## src/rtl/sdm_pkg.sv

```systemverilog
package sdm_pkg;

    localparam int unsigned FRAC_W    = 25;
    localparam int unsigned INT_W     = 16;
    localparam int unsigned MAX_ORDER = 4;
    localparam int unsigned ORD_W     = $clog2(MAX_ORDER);
    localparam int unsigned SHAPE_W   = 6;
    localparam int unsigned OUT_W     = INT_W + 1;
    localparam int unsigned LFSR_W    = 23;
    localparam int unsigned LFSR_TAP  = 17;
    localparam logic [LFSR_W-1:0] LFSR_SEED = LFSR_W'(1);

    typedef logic signed [SHAPE_W-1:0] shape_t;

    typedef enum logic [ORD_W-1:0] {
        ORD_FIRST  = 2'b00,
        ORD_SECOND = 2'b01,
        ORD_THIRD  = 2'b10,
        ORD_FOURTH = 2'b11
    } order_e;

    typedef struct packed {
        logic              carry;
        logic [FRAC_W-1:0] residue;
    } stage_out_t;

    function automatic logic [LFSR_W-1:0] lfsr_advance(input logic [LFSR_W-1:0] s);
        return {s[LFSR_W-2:0], s[LFSR_W-1] ^ s[LFSR_TAP]};
    endfunction

    function automatic logic stage_enabled(input order_e o, input int unsigned idx);
        return idx <= (int'(o) + 1);
    endfunction

    function automatic shape_t shape_lo(input order_e o);
        return shape_t'(1 - (1 << int'(o)));
    endfunction

    function automatic shape_t shape_hi(input order_e o);
        return shape_t'(1 << int'(o));
    endfunction

endpackage

```

## src/rtl/sdm_dither_gen.sv

```systemverilog
module sdm_dither_gen
    import sdm_pkg::*;
#(
    parameter int unsigned W   = LFSR_W,
    parameter int unsigned TAP = LFSR_TAP
) (
    input  logic clk,
    input  logic rst,
    input  logic dith_en,
    input  logic dith_const,
    output logic dbit
);
    logic [W-1:0] seq_q;

    always_ff @(posedge clk) begin
        if (rst) begin
            seq_q <= W'(1);
        end else begin
            seq_q <= {seq_q[W-2:0], seq_q[W-1] ^ seq_q[TAP]};
        end
    end

    always_comb begin
        dbit = dith_en & (dith_const | seq_q[0]);
    end

    // A maximal-length sequence never reaches the all-zero lock-up state.
    p_seq_live_r8: assert property (@(posedge clk) disable iff (rst)
        seq_q != '0);

    // The register only shifts: the upper bits follow the lower bits of the previous cycle.
    p_seq_shift_r8: assert property (@(posedge clk) disable iff (rst)
        !$past(rst) |-> seq_q[W-1:1] == $past(seq_q[W-2:0]));

endmodule

```

## src/rtl/sdm_accum_stage.sv

```systemverilog
module sdm_accum_stage
    import sdm_pkg::*;
#(
    parameter int unsigned W = FRAC_W
) (
    input  logic         clk,
    input  logic         rst,
    input  logic         active,
    input  logic         clear,
    input  logic [W-1:0] addend,
    input  logic         cin,
    output stage_out_t   so
);
    logic [W-1:0] acc_q;
    logic [W:0]   sum;

    always_comb begin
        sum        = {1'b0, acc_q} + {1'b0, addend} + {{W{1'b0}}, cin};
        so.carry   = active & sum[W];
        so.residue = active ? sum[W-1:0] : '0;
    end

    always_ff @(posedge clk) begin
        if (rst || clear || !active) begin
            acc_q <= '0;
        end else begin
            acc_q <= sum[W-1:0];
        end
    end

    // A stage that wakes up (order raised) starts from an empty residue.
    p_wake_empty_r4: assert property (@(posedge clk) disable iff (rst)
        $rose(active) |-> acc_q == '0);

    // After a clear the residue is empty on the following cycle.
    p_clear_empty_r10: assert property (@(posedge clk) disable iff (rst)
        clear |=> acc_q == '0);

endmodule

```

## src/rtl/sdm_shape_cell.sv

```systemverilog
module sdm_shape_cell
    import sdm_pkg::*;
(
    input  logic   clk,
    input  logic   rst,
    input  logic   clear,
    input  logic   carry,
    input  shape_t t_up,
    input  shape_t t_up_prev,
    output shape_t t_out,
    output shape_t t_prev
);
    always_comb begin
        t_out = shape_t'({{(SHAPE_W-1){1'b0}}, carry}) + t_up - t_up_prev;
    end

    always_ff @(posedge clk) begin
        if (rst || clear) begin
            t_prev <= '0;
        end else begin
            t_prev <= t_out;
        end
    end

    // The history register is exactly one cycle behind the cell output.
    p_history_lag_r5: assert property (@(posedge clk) disable iff (rst)
        !clear |=> t_prev == $past(t_out));

endmodule

```

## src/rtl/sdm_frac_modulator.sv

```systemverilog
module sdm_frac_modulator
    import sdm_pkg::*;
(
    input  logic                 clk,
    input  logic                 rst,
    input  logic                 frac_en,
    input  logic [ORD_W-1:0]     order_sel,
    input  logic                 dith_en,
    input  logic                 dith_const,
    input  logic [INT_W-1:0]     int_val,
    input  logic [FRAC_W-1:0]    frac_val,
    output logic [OUT_W-1:0]     div_out
);
    order_e             ord;
    order_e             ord_q;
    logic [FRAC_W-1:0]  frac_q;
    logic               chg;
    logic               clear;
    logic               dbit;
    logic [MAX_ORDER:1] act;

    stage_out_t         so_arr [1:MAX_ORDER];
    logic [FRAC_W-1:0]  res    [0:MAX_ORDER];
    shape_t             t_sig  [1:MAX_ORDER+1];
    shape_t             t_hist [2:MAX_ORDER+1];
    logic [OUT_W-1:0]   int_ext;
    logic [OUT_W-1:0]   off_ext;

    assign ord     = order_e'(order_sel);
    assign chg     = frac_en && ((frac_val != frac_q) || (ord != ord_q));
    assign clear   = !frac_en || chg;
    assign res[0]  = frac_val;
    assign int_ext = {1'b0, int_val};

    always_ff @(posedge clk) begin
        if (rst) begin
            frac_q <= '0;
            ord_q  <= ORD_FIRST;
        end else begin
            frac_q <= frac_val;
            ord_q  <= ord;
        end
    end

    sdm_dither_gen #(.W(LFSR_W), .TAP(LFSR_TAP)) u_dither (
        .clk       (clk),
        .rst       (rst),
        .dith_en   (dith_en),
        .dith_const(dith_const),
        .dbit      (dbit)
    );

    for (genvar k = 1; k <= MAX_ORDER; k++) begin : g_stage
        logic cin_k;
        if (k == 1) begin : g_head
            assign cin_k = dbit;
        end else begin : g_tail
            assign cin_k = 1'b0;
        end

        assign act[k] = frac_en && stage_enabled(ord, k);

        sdm_accum_stage #(.W(FRAC_W)) u_stage (
            .clk   (clk),
            .rst   (rst),
            .active(act[k]),
            .clear (clear),
            .addend(res[k-1]),
            .cin   (cin_k),
            .so    (so_arr[k])
        );

        assign res[k] = so_arr[k].residue;

        // Stages above the selected order stay silent.
        p_idle_quiet_r4: assert property (@(posedge clk) disable iff (rst)
            !act[k] |-> (so_arr[k] == '0));
    end

    assign t_sig[MAX_ORDER+1]  = '0;
    assign t_hist[MAX_ORDER+1] = '0;

    for (genvar k = 2; k <= MAX_ORDER; k++) begin : g_shape
        sdm_shape_cell u_cell (
            .clk      (clk),
            .rst      (rst),
            .clear    (clear),
            .carry    (so_arr[k].carry),
            .t_up     (t_sig[k+1]),
            .t_up_prev(t_hist[k+1]),
            .t_out    (t_sig[k]),
            .t_prev   (t_hist[k])
        );
    end

    assign t_sig[1] = shape_t'({{(SHAPE_W-1){1'b0}}, so_arr[1].carry}) + t_sig[2] - t_hist[2];
    assign off_ext  = {{(OUT_W-SHAPE_W){t_sig[1][SHAPE_W-1]}}, t_sig[1]};

    always_ff @(posedge clk) begin
        if (rst) begin
            div_out <= '0;
        end else if (clear) begin
            div_out <= int_ext;
        end else begin
            div_out <= int_ext + off_ext;
        end
    end

    // Integer mode passes the integer through one edge later.
    p_bypass_int_r2: assert property (@(posedge clk) disable iff (rst)
        !frac_en |=> div_out == $past(int_ext));

    // A settings change yields the plain integer on that edge.
    p_change_clear_r10: assert property (@(posedge clk) disable iff (rst)
        chg |=> div_out == $past(int_ext));

    // Offset stays inside the span the selected order allows.
    p_offset_span_r6: assert property (@(posedge clk) disable iff (rst)
        (frac_en && !chg) |-> (t_sig[1] >= shape_lo(ord)) && (t_sig[1] <= shape_hi(ord)));

endmodule

```

## config.mk

```make
export PLATFORM = sky130hd
export DESIGN_NAME = sdm_frac_modulator
export DESIGN_NICKNAME = d
export VERILOG_FILES = /design/src/rtl/sdm_pkg.sv /design/src/rtl/sdm_dither_gen.sv /design/src/rtl/sdm_accum_stage.sv /design/src/rtl/sdm_shape_cell.sv /design/src/rtl/sdm_frac_modulator.sv
export SDC_FILE = /design/constraint.sdc
export NUM_CORES = 1
export LEC_CHECK = 0
export ABC_CLOCK_PERIOD_IN_PS = 17200
export BUFFER_PORTS_ARGS = -buffer_cell sky130_fd_sc_hd__buf_2
export CORE_ASPECT_RATIO = 2
export CORE_UTILIZATION = 25
export CTS_BUF_LIST = sky130_fd_sc_hd__clkbuf_16
export DETAILED_ROUTE_END_ITERATION = 10
export SKIP_LAST_GASP = 1
export SLEW_MARGIN = 20
export SYNTH_ARGS = -nofsm -noshare
export SYNTH_HDL_FRONTEND = slang
export SYNTH_SLANG_ARGS = --single-unit
```

## constraint.sdc

```tcl
create_clock -name clk -period 17.2 [get_ports clk]
set_clock_uncertainty 0.2 [all_clocks]
set_input_delay 2.58 -clock clk [delete_from_list [all_inputs] [get_ports clk]]
set_output_delay 2.58 -clock clk [all_outputs]
set_load 0.05 [all_outputs]
```

# Yosys cells after proc, flatten, opt, wreduce, memory -nomap -nowiden
# Index checks and enable logic that the tools add are counted.
# classes
n_reduce_logical	18
n_addsub	13
muxes	4
bitwise	7
magnitude_cmp	4
n_eq_ne	2
# ops
op	n
$add 25x25->26	4
$mux 25	3
$le 2x32->1 const A	2
$le 1x32->1 const A	1
$add 26x1->26	1
$ne 25x25->1	1
$sub 6x6->6	3
$add 16x17->17	1
$mux 16	1
$add 2x6->6	2
$logic_or 1x1->1	7
$and 1x1->1	5
$logic_and 1x1->1	5
$logic_not 1->1	5
$add 2x1->3 const B	1
$le 3x3->1 const A	1
$add 1x1->2	1
$ne 2x2->1	1
$reduce_or 2->1	1
$or 1x1->1	1
$xor 1x1->1	1
# word_totals
output_inout_bits	17
inputBits	48
reg_bits	185

# Depth between registers and ports, before layout
# Gate-level depths: netlist of the first run.
# logic_depth
depth_word	18
mapped_depth	65

# Hierarchy
# A second synthesis of the first run with hierarchy kept.
# hier_totals
cells_unflattened	1620
hier_area_um2	14099.8
# by_module_without_submodules
module	cells_per_inst	seq_area_each_um2	area_per_inst_um2	instances
sdm_accum_stage (g_stage[1].u_stage ...)	285	500.5	2348.5	3
sdm_frac_modulator	309	880.8	2832.7	1
sdm_accum_stage (g_stage[2].u_stage)	271	500.5	2240.9	1
sdm_shape_cell	45	120.1	449.2	3
sdm_dither_gen	50	460.4	633.1	1

# Worst setup path before layout of the first run
# OpenSTA, ideal clock, no wires.
# synth_timing
path_type	input-to-reg
startpoint	input port frac_val[0]
endpoint	register div_out[15]
n_path_buf	1
arrival_time_ns	13.567
required_ns	16.873
path_stages	60
path_slack_ns	3.306
cell_sequence	inv_1 > fa_1 > fa_1 > nor2b_1 > o31a_1 > a21oi_1 > and2_1 > ha_1 > o21ai_0 > nand2b_1 > a31oi_2 > o21ai_2 > a21o_1 > a21oi_1 > xor2_1 > nor2_1 > ha_1 > a21o_1 > [... 24 more ...] > a21o_1 > a21oi_1 > xor2_1 > ha_1 > ha_1 > inv_1 > o21bai_1 > a21oi_1 > xnor2_1 > ha_1 > a21o_1 > a21oi_1 > a31o_2 > o21ai_0 > o41ai_1 > xnor2_1 > mux2i_1 > nor2_1
# synth_between
elab_chain_cells	17
# synth_lines
item	line_no	text
from (decl)	sdm_frac_modulator.sv:11	input logic [FRAC_W-1:0] frac_val,
$add 25x25->26	sdm_accum_stage.sv:18	sum = {1'b0, acc_q} + {1'b0, addend} + {{W{1'b0}}, cin};
$add 26x1->26	sdm_accum_stage.sv:18	
$mux 25	sdm_accum_stage.sv:20	so.residue = active ? sum[W-1:0] : '0;
$add 25x25->26	sdm_accum_stage.sv:18	
$mux 25	sdm_accum_stage.sv:20	
$add 25x25->26	sdm_accum_stage.sv:18	
$mux 25	sdm_accum_stage.sv:20	
$add 25x25->26	sdm_accum_stage.sv:18	
[... 1 more ...]	-	
net g_shape[4].u_cell.carry	sdm_shape_cell.sv:7	input logic carry,
[... 2 more ...]	-	
net g_shape[2].u_cell.t_up[1]	sdm_shape_cell.sv:8	input shape_t t_up,
$add 2x6->6	sdm_shape_cell.sv:14	t_out = shape_t'({{(SHAPE_W-1){1'b0}}, carry}) + t_up - t_up_prev;
$sub 6x6->6	sdm_shape_cell.sv:14	
net g_shape[2].u_cell.t_out[3]	sdm_shape_cell.sv:10	output shape_t t_out,
$add 2x6->6	sdm_frac_modulator.sv:96	assign t_sig[1] = shape_t'({{(SHAPE_W-1){1'b0}}, so_arr[1].carry}) + t_sig[2] - t_hist[2];
$sub 6x6->6	sdm_frac_modulator.sv:96	
$add 16x17->17	sdm_frac_modulator.sv:105	div_out <= int_ext + off_ext;
$mux 16	sdm_frac_modulator.sv:102	end else if (clear) begin
to (signal assigned)	sdm_frac_modulator.sv:103	div_out <= int_ext;
to (signal assigned)	sdm_frac_modulator.sv:105	
to (decl)	sdm_frac_modulator.sv:12	output logic [OUT_W-1:0] div_out
# The timed path passes the listed nets, and every way through them passes these cells.
# A chain may end at the register's enable or synchronous reset.

# Worst setup path after layout of the first run
# Ends and elaborated chain as after synthesis.

==> flow_summary.toml, run 1 <==
[outcome]
status = "complete, no violations"

[logic_synthesis]
synth.avg_cell_area_sq_um = 8.73
synth_cell_types = 76
synth_top_flop_cell = "dfxtp_1"
ys_async_sr_fraction = 0
synth_compound_area_frac = 0.171
synth.net_count = 1501
synth_mux_area_frac = 0.00789
synthCells = 1309
yosys_warnings = 0
synth_area_sq_um = 11400
synth-xor-area-share = 0.100
synth_edf_count = 0
synth_top_family_by_area = "simple AND/OR/NAND/NOR gates"
ys_seq_area_frac = 0.310
synth_seq_cells = 177
synthAdderAreaFrac = 0.163
synth_simple_gate_area_frac = 0.221

[global_route]
grt_max_degree = 68
grt_pass1_wl_um = 46300
grt_pass1_vias = 9574
antenna_found_initial = 1
track_usage = 0.126
grt_remaining_overflow = 0

[worst_setup_path]
slowest_delay_ps = 550
cpMaxStageDelayCell = "a21oi_1"
startpoint = "frac_val[0]"
critPathBufInv = 6
worst-r2r-cell-count = 63
worstReg2RegEnd = "div_out[15]"
arrival_ps = 15270
cp_common_cell = "ha_1"
crit_path_start_kind = "input port"
r2r_slack_ps = 3870
timing.rr.start = "u_dither.seq_q[0]"
crit_family = "compound AO/OA/AOI/OAI gates"
cp.required_ps = 17310
cp-end-kind = "flip-flop"
worstSetupPathType = "in2reg"
cp_max_fo = 13
path_depth = 64
cp-endpoint = "div_out[15]"

[sta]
rsz0062_at_grt = "no"
timing.slew.headroom = 0.386
fmaxAchievable_ghz = 0.0659
period_minus_slack_ps = 15170
tns_ps = 0
setup_violations = 0
tightest_slew_ps = 898
hold_viol_final = 0
maxSlewViolCount = 0
period_share = 0.882

[drt]
routedWlPerCell_um = 14.8
drt_wl_total_um = 28700
drcViolationCount = 0
ant_nets = 0
drt_iter0_drc = 290
avgViaCountPerCell = 4.73
drtPass1Iterations = 4
dr_total_vias = 9156

[clock_network]
clock_sinks = 177
postCtsResizedCells = 0
cts_tree = "yes"
cts_setup_buffers = 0
htree_levels = 4
clk_path_buf_depth = 2
cts_buffers = 17
clkTransAtPathRegs_ps = 60
cts_hold_buffers = 0
worstSkewPairLatency_ps = 450
clock-root-buffer = "clkbuf_16"

[placed_design]
port_buffers = 64
gp_congestion = 0.872
dp_hpwl_um = 22800

[final_layout]
layout_commonest_cell = "nor2_1"
nFillCells = 4766
final_core_util = 0.288
area_growth_pct = 13.3
final_cell_mix = "nor2_1 (179), dfxtp_1 (177), ha_1 (136), a21oi_1 (82), and2_1 (74)"
final_nets = 1556
drive_gt1_frac = 0.0989

[floorplanning]
die_area_sq_um = 46600
die_width_um = 153
io_pins = 65
rows = 110
core-area_sq_um = 45000
start_util = 0.254
dieHeight_um = 304

[hold_path]
hold_class = "reg2reg"
holdCritStartpoint = "u_dither.seq_q[1]"

[power_and_ir_drop]
p_leak_nw = 5.86
peakVddDrop_uv = 63.2
power.density_nw_per_um2 = 71.0

[run]
drv_cap = 0
cell usage after synthesis, types with 4 or more instances:
| library cell | instances | area [sq um] |
|---|---|---|
| nand3_1 | 14 | 70.1 |
| or3_1 | 6 | 37.5 |
| inv_1 | 40 | 150 |
| nor4_1 | 8 | 50.1 |
| a211oi_1 | 11 | 82.6 |
| and2_1 | 74 | 463 |
| nor2b_1 | 69 | 432 |
| fa_1 | 8 | 160 |
| a211o_1 | 4 | 35.0 |
| a31o_2 | 5 | 43.8 |
| dfxtp_1 | 177 | 3540 |
| or2_1 | 4 | 25.0 |
| o21ai_0 | 34 | 170 |
| xnor2_1 | 70 | 613 |
| a311oi_1 | 4 | 35.0 |
| or2_2 | 4 | 25.0 |
| clkbuf_1 | 25 | 93.8 |
| nand4_1 | 15 | 93.8 |
| o31a_1 | 5 | 43.8 |
| and3_1 | 12 | 75.1 |
| buf_2 | 5 | 25.0 |
| a31oi_1 | 10 | 62.6 |
| o211ai_1 | 6 | 45.0 |
| o21bai_1 | 8 | 60.1 |
| a21o_1 | 49 | 368 |
| mux2i_1 | 9 | 90.1 |
| xor2_1 | 57 | 499 |
| o21a_1 | 19 | 143 |
| ha_1 | 136 | 1700 |
| a21oi_1 | 82 | 410 |
| nor3_1 | 25 | 125 |
| nand2_1 | 51 | 191 |
| nand2b_1 | 11 | 68.8 |
| o21ai_1 | 8 | 40.0 |
| nor2_1 | 179 | 672 |
routing by layer:
layer  track usage  vias to the layer above  routed length (um)
met5             0                        -                   0
met4        0.0712                        0                1320
met3        0.0161                       51                 510
met2         0.264                      119               16700
met1         0.109                     4315               10100
li1              -                     4671                   -
cell families after synthesis:
family / after synthesis
AOI/OAI and AO/OA: 285
adders and majority gates: 144
buffers and inverters: 74
muxes: 9
DFF: 177
xor gates and xnor gates: 129
and+or+nand+nor: 491
registers in the layout, summed over array words and instances, names as in the netlist:
signal and count:
g_stage.u_stage.acc_q 100, frac_q 25, u_dither.seq_q 23, div_out 17, g_shape.u_cell.t_prev 10, ord_q 2
area by class of cell:
class | instances | area, sq um | area share
Inverter | 41 | 155 | 0.0120
Timing Repair Buffer | 69 | 358 | 0.0276
Multi-Input combinational cell | 1058 | 7580 | 0.585
Tap cell | 560 | 701 | 0.0541
Clock buffer | 17 | 425 | 0.0329
Antenna cell | 1 | 2.50 | 0.000193
Clock inverter | 13 | 185 | 0.0143
Sequential cell | 177 | 3540 | 0.274
per-stage QoR:
stage                     cells  setup WS (ps)  hold slack (ps)  power, W  instance area, sq um
after floorplan            1309           3310              214  0.000486                 11400
after global placement     1905           1830              225  0.000512                 12300
after detailed placement   1905           1720              228  0.000513                 12300
after CTS                  1935           2140              237  0.000933                 12900
after global routing       1936           1080              245  0.000956                 12900
final                      1936           2030              235  0.000919                 12900
power breakdown:
part / total, W / switching [W] / leakage [nW] / internal (W)
registers: 0.000418 / 0.00000230 / 1.44 / 0.000416
logic: 0.0000853 / 0.0000541 / 4.13 / 0.0000313
clock network: 0.000416 / 0.000173 / 0.298 / 0.000242
how the worst min path moves through the flow:
stage                                     to  slack (ps)  cells past startpoint
after floorplan           u_dither.seq_q[10]         210                      1
after global placement    u_dither.seq_q[20]         230                      1
after detailed placement   u_dither.seq_q[5]         230                      1
after CTS                  u_dither.seq_q[2]         240                      1
after global routing      u_dither.seq_q[21]         240                      1
final                      u_dither.seq_q[2]         240                      1
Note: power is estimated with default switching activity, not from simulation.
==> inputs of run 2 (changes only) <==
Settings changed: CORE_UTILIZATION 25 to 31.
==> flow_summary.toml, run 2 (synthesis results as in run 1) <==
[final_layout]
area_growth_pct = 11.9
drive_gt1_frac = 0.0982
final_cell_mix = "nor2_1 (179), dfxtp_1 (177), ha_1 (136), a21oi_1 (82), and2_1 (74)"
nFillCells = 3801
regMostFlops = "g_stage.u_stage.acc_q"
largest_reg_flops = 100
fin_cells = 1831
top_regs = "g_stage.u_stage.acc_q x100, frac_q x25, u_dither.seq_q x23"
layout_commonest_cell = "nor2_1"
final_nets = 1554

[placed_design]
dp_slack_ps = 1450
dp_hpwl_um = 22500
place_inst = 1797
port_buffers = 64
gp_congestion = 0.907

[drt]
drcViolationCount = 0
ant_nets = 0
drt_wl_total_um = 28100
drt_iter0_drc = 265
avgViaCountPerCell = 5.00
drtPass1Iterations = 4
routedWlPerCell_um = 15.3
dr_total_vias = 9162

[sta]
whs_ps = 235
tightest_slew_ps = 812
period_minus_slack_ps = 15370
fmaxAchievable_ghz = 0.0651
tns_ps = 0
period_share = 0.894
maxSlewViolCount = 0
finalWorstSetupSlack_ps = 1830
hold_viol_final = 0
timing.slew.headroom = 0.457
rsz0062_at_grt = "no"
setup_violations = 0

[clock_network]
clock_sinks = 177
clkTransAtPathRegs_ps = 70
postCtsResizedCells = 0
cts_buffers = 17
clk_path_buf_depth = 2
clock-root-buffer = "clkbuf_16"
worstSkewPairLatency_ps = 450
cts_hold_buffers = 0
cts_tree = "yes"
cts_setup_buffers = 0
htree_levels = 4

[power_and_ir_drop]
peakVddDrop_uv = 74.2
p_leak_nw = 5.85
power.density_nw_per_um2 = 70.2
totalPowerFinal_w = 0.000897

[floorplanning]
dieHeight_um = 273
die_area_sq_um = 37700
rows = 99
core-area_sq_um = 36400
start_util = 0.314
die_width_um = 138
io_pins = 65

[global_route]
antenna_found_initial = 2
track_usage = 0.155
grt_remaining_overflow = 0
grt_pass1_wl_um = 45300
grt_pass1_vias = 9687
grt_max_degree = 68

[worst_setup_path]
cp-end-kind = "flip-flop"
startpoint = "frac_val[0]"
slowest_delay_ps = 620
cpMaxStageDelayCell = "xnor2_2"
crit_path_start_kind = "input port"
worst-r2r-cell-count = 59
cp_max_fo = 13
worstSetupPathType = "in2reg"
cp_common_cell = "ha_1"
timing.rr.start = "u_dither.seq_q[0]"
cp.required_ps = 17310
arrival_ps = 15470

[outcome]
status = "complete, no violations"

[hold_path]
hold_class = "reg2reg"
holdCritStartpoint = "u_dither.seq_q[9]"
hold_path_depth = 1

[run]
drv_cap = 0
-- run 2: path summary, 6_finish.rpt --
path,endpoint,slack [ps]
worst max-delay path,div_out[15],1830
worst min-delay path,u_dither.seq_q[10],240
worst max register to register,div_out[15],3640
worst min register to register,u_dither.seq_q[10],240
-- run 2: routing by layer --
| metal | up-vias | wire length [um] | track usage |
|---|---|---|---|
| li1 | 4673 | - | - |
| met3 | 73 | 617 | 0.0213 |
| met5 | - | 0 | 0 |
| met4 | 0 | 1800 | 0.112 |
| met2 | 128 | 16300 | 0.322 |
| met1 | 4288 | 9310 | 0.125 |
-- run 2: critical path: cells and delay by family --
family | cells | cell delay (ps)
compound gates | 24 | 5020
fa+ha+maj | 13 | 4250
simple gates | 11 | 1600
xor+xnor | 6 | 1570
buf+inv | 5 | 280
mux | 1 | 140
-- run 2: cell type report --
class / count / area (sq um) / share of cell area
timing repair buffer: 67 / 343 / 0.0268
tap: 454 / 568 / 0.0444
antenna: 2 / 5.00 / 0.000392
clock inverter: 15 / 158 / 0.0123
sequential: 177 / 3540 / 0.277
clock buffer: 17 / 425 / 0.0333
multi-input combinational: 1058 / 7580 / 0.593
inverter: 41 / 155 / 0.0121
-- run 2: power by group --
group	internal [W]	switching [W]	leakage, nW
clock	0.000216	0.000179	0.284
sequential	0.000415	0.00000202	1.44
combinational	0.0000313	0.0000539	4.12
-- run 2: through the flow --
stage	utilization	instance area [sq um]
2_1_floorplan	-	11400
3_3_place_gp	0.334	12200
3_5_place_dp	0.335	12200
4_1_cts	0.351	12800
5_1_grt	0.351	12800
6_report	0.351	12800
==> inputs of run 3 (changes only) <==
Settings changed: ABC_CLOCK_PERIOD_IN_PS 17200 to 14260.
Clock period 17.2 ns to 14.26 ns, I/O delays scaled along.
==> flow_summary.toml, run 3 (synthesis results as in run 1) <==
[outcome]
status = "complete, no violations"

[power_and_ir_drop]
internal-power_w = 0.000808
p_sw_w = 0.000292
seq_power_share = 0.458
p_leak_nw = 6.27
peakVddDrop_uv = 181
swShare = 0.266
totalPowerFinal_w = 0.00110
pwr-share-comb = 0.100
pwr-share-clk = 0.442
power.density_nw_per_um2 = 80.6

[floorplanning]
dieHeight_um = 273
die_width_um = 138
core-area_sq_um = 36400
io_pins = 65
rows = 99
die_area_sq_um = 37700
start_util = 0.314

[worst_setup_path]
timing.rr.start = "u_dither.seq_q[0]"
cp-endpoint = "div_out[14]"
cp_common_cell = "ha_1"
cp_max_fo = 7
crit_path_start_kind = "input port"
r2r_slack_ps = 1940
arrival_ps = 13730
cp-end-kind = "flip-flop"
cp.required_ps = 14370
worstReg2RegEnd = "div_out[14]"
slowest_delay_ps = 480
startpoint = "frac_val[0]"
cpMaxStageDelayCell = "fa_1"
worst-r2r-cell-count = 61
worstSetupPathType = "in2reg"

[placed_design]
gp_congestion = 0.858
placed_cell_area_sq_um = 12800
port_buffers = 64
dp_hpwl_um = 23000

[sta]
tns_ps = 0
whs_ps = 236
tightest_slew_ps = 1010
hold_viol_final = 0
period_minus_slack_ps = 13620
setup_violations = 0
period_share = 0.955
maxSlewViolCount = 0
fmaxAchievable_ghz = 0.0734
timing.slew.headroom = 0.324

[clock_network]
clk_path_buf_depth = 2
cts_hold_buffers = 0
clock_sinks = 177
cts_buffers = 17
clock-root-buffer = "clkbuf_16"
worstSkewPairLatency_ps = 460
htree_levels = 4
cts_tree = "yes"
clkTransAtPathRegs_ps = 70

[final_layout]
final_nets = 1637
area_growth_pct = 19.6
regMostFlops = "g_stage.u_stage.acc_q"
drive_gt1_frac = 0.174
final_cell_mix = "nor2_1 (177), dfxtp_1 (177), ha_1 (128), buf_4 (86), and2_1 (74)"
final_core_util = 0.375
largest_reg_flops = 100
top_regs = "g_stage.u_stage.acc_q x100, frac_q x25, u_dither.seq_q x23"
fin_area_sq_um = 13700
nFillCells = 3701

[hold_path]
hold_class = "reg2reg"

[drt]
avgViaCountPerCell = 4.96
drcViolationCount = 0
routedWlPerCell_um = 15.3
drt_iter0_drc = 342
drt_wl_total_um = 29300
drtPass1Iterations = 4
dr_total_vias = 9494
ant_nets = 0

[global_route]
grt_max_degree = 68
grt_pass1_wl_um = 46300
grt_remaining_overflow = 0
antenna_found_initial = 3
grt_pass1_vias = 9902
track_usage = 0.160

[run]
drv_cap = 0
-- run 3: repair_timing --
item / CTS / global route
setup endpoints to repair: 0 / 11
gates resized for setup: 0 / 49
buffers inserted: 0 / 4
-- run 3: power groups by stage --
stage	Combinational, W	Clock, W	Sequential [W]
floorplan	0.0000625	0	0.000523
global placement	0.000107	0	0.000515
detailed placement	0.000109	0	0.000515
CTS	0.000109	0.000501	0.000504
global route	0.000122	0.000520	0.000504
finish	0.000111	0.000486	0.000504
-- run 3: worst min path at each step --
stage	from	endpoint	slack (ps)	depth (start not counted)
2_1_floorplan	u_dither.seq_q[9]	u_dither.seq_q[10]	210	1
3_3_place_gp	u_dither.seq_q[12]	u_dither.seq_q[13]	220	1
3_5_place_dp	u_dither.seq_q[18]	u_dither.seq_q[19]	220	1
4_1_cts	u_dither.seq_q[5]	u_dither.seq_q[6]	240	1
5_1_grt	u_dither.seq_q[8]	u_dither.seq_q[9]	260	1
6_report	u_dither.seq_q[5]	u_dither.seq_q[6]	240	1
-- run 3: metal layers --
metal	share of wire	vias to the layer above	track usage	wire [um]
met5	0	-	0	0
met4	0.064	0	0.110	1890
met3	0.021	84	0.0248	604
met2	0.58	125	0.326	16800
met1	0.34	4441	0.133	9950
li1	-	4844	-	-
-- run 3: through the flow --
step / cells / worst slack, ps
final: 1915 / 640
after global placement: 1876 / -216
after detailed placement: 1876 / -376
after global routing: 1915 / -60.3
after floorplan: 1309 / 807
after CTS: 1908 / 87.3
-- run 3: layout make-up --
cell class / count / area, sq um / share of cell area
multi-input cells: 1058 / 7820 / 0.572
flip-flops and latches: 177 / 3540 / 0.259
repair buffers: 150 / 966 / 0.0707
well taps: 454 / 568 / 0.0416
clock buffers: 17 / 425 / 0.0311
clock inverters: 15 / 174 / 0.0127
inverters: 41 / 155 / 0.0114
diodes: 3 / 7.51 / 0.000550
-- run 3: worst max-delay path: cells and delay by family --
| kind | cells | cell delay (ps) |
|---|---|---|
| fa+ha+maj | 13 | 4210 |
| compound gates | 19 | 3620 |
| simple gates | 15 | 1660 |
| buf+inv | 9 | 1110 |
| xor+xnor | 5 | 870 |
| mux | 1 | 120 |
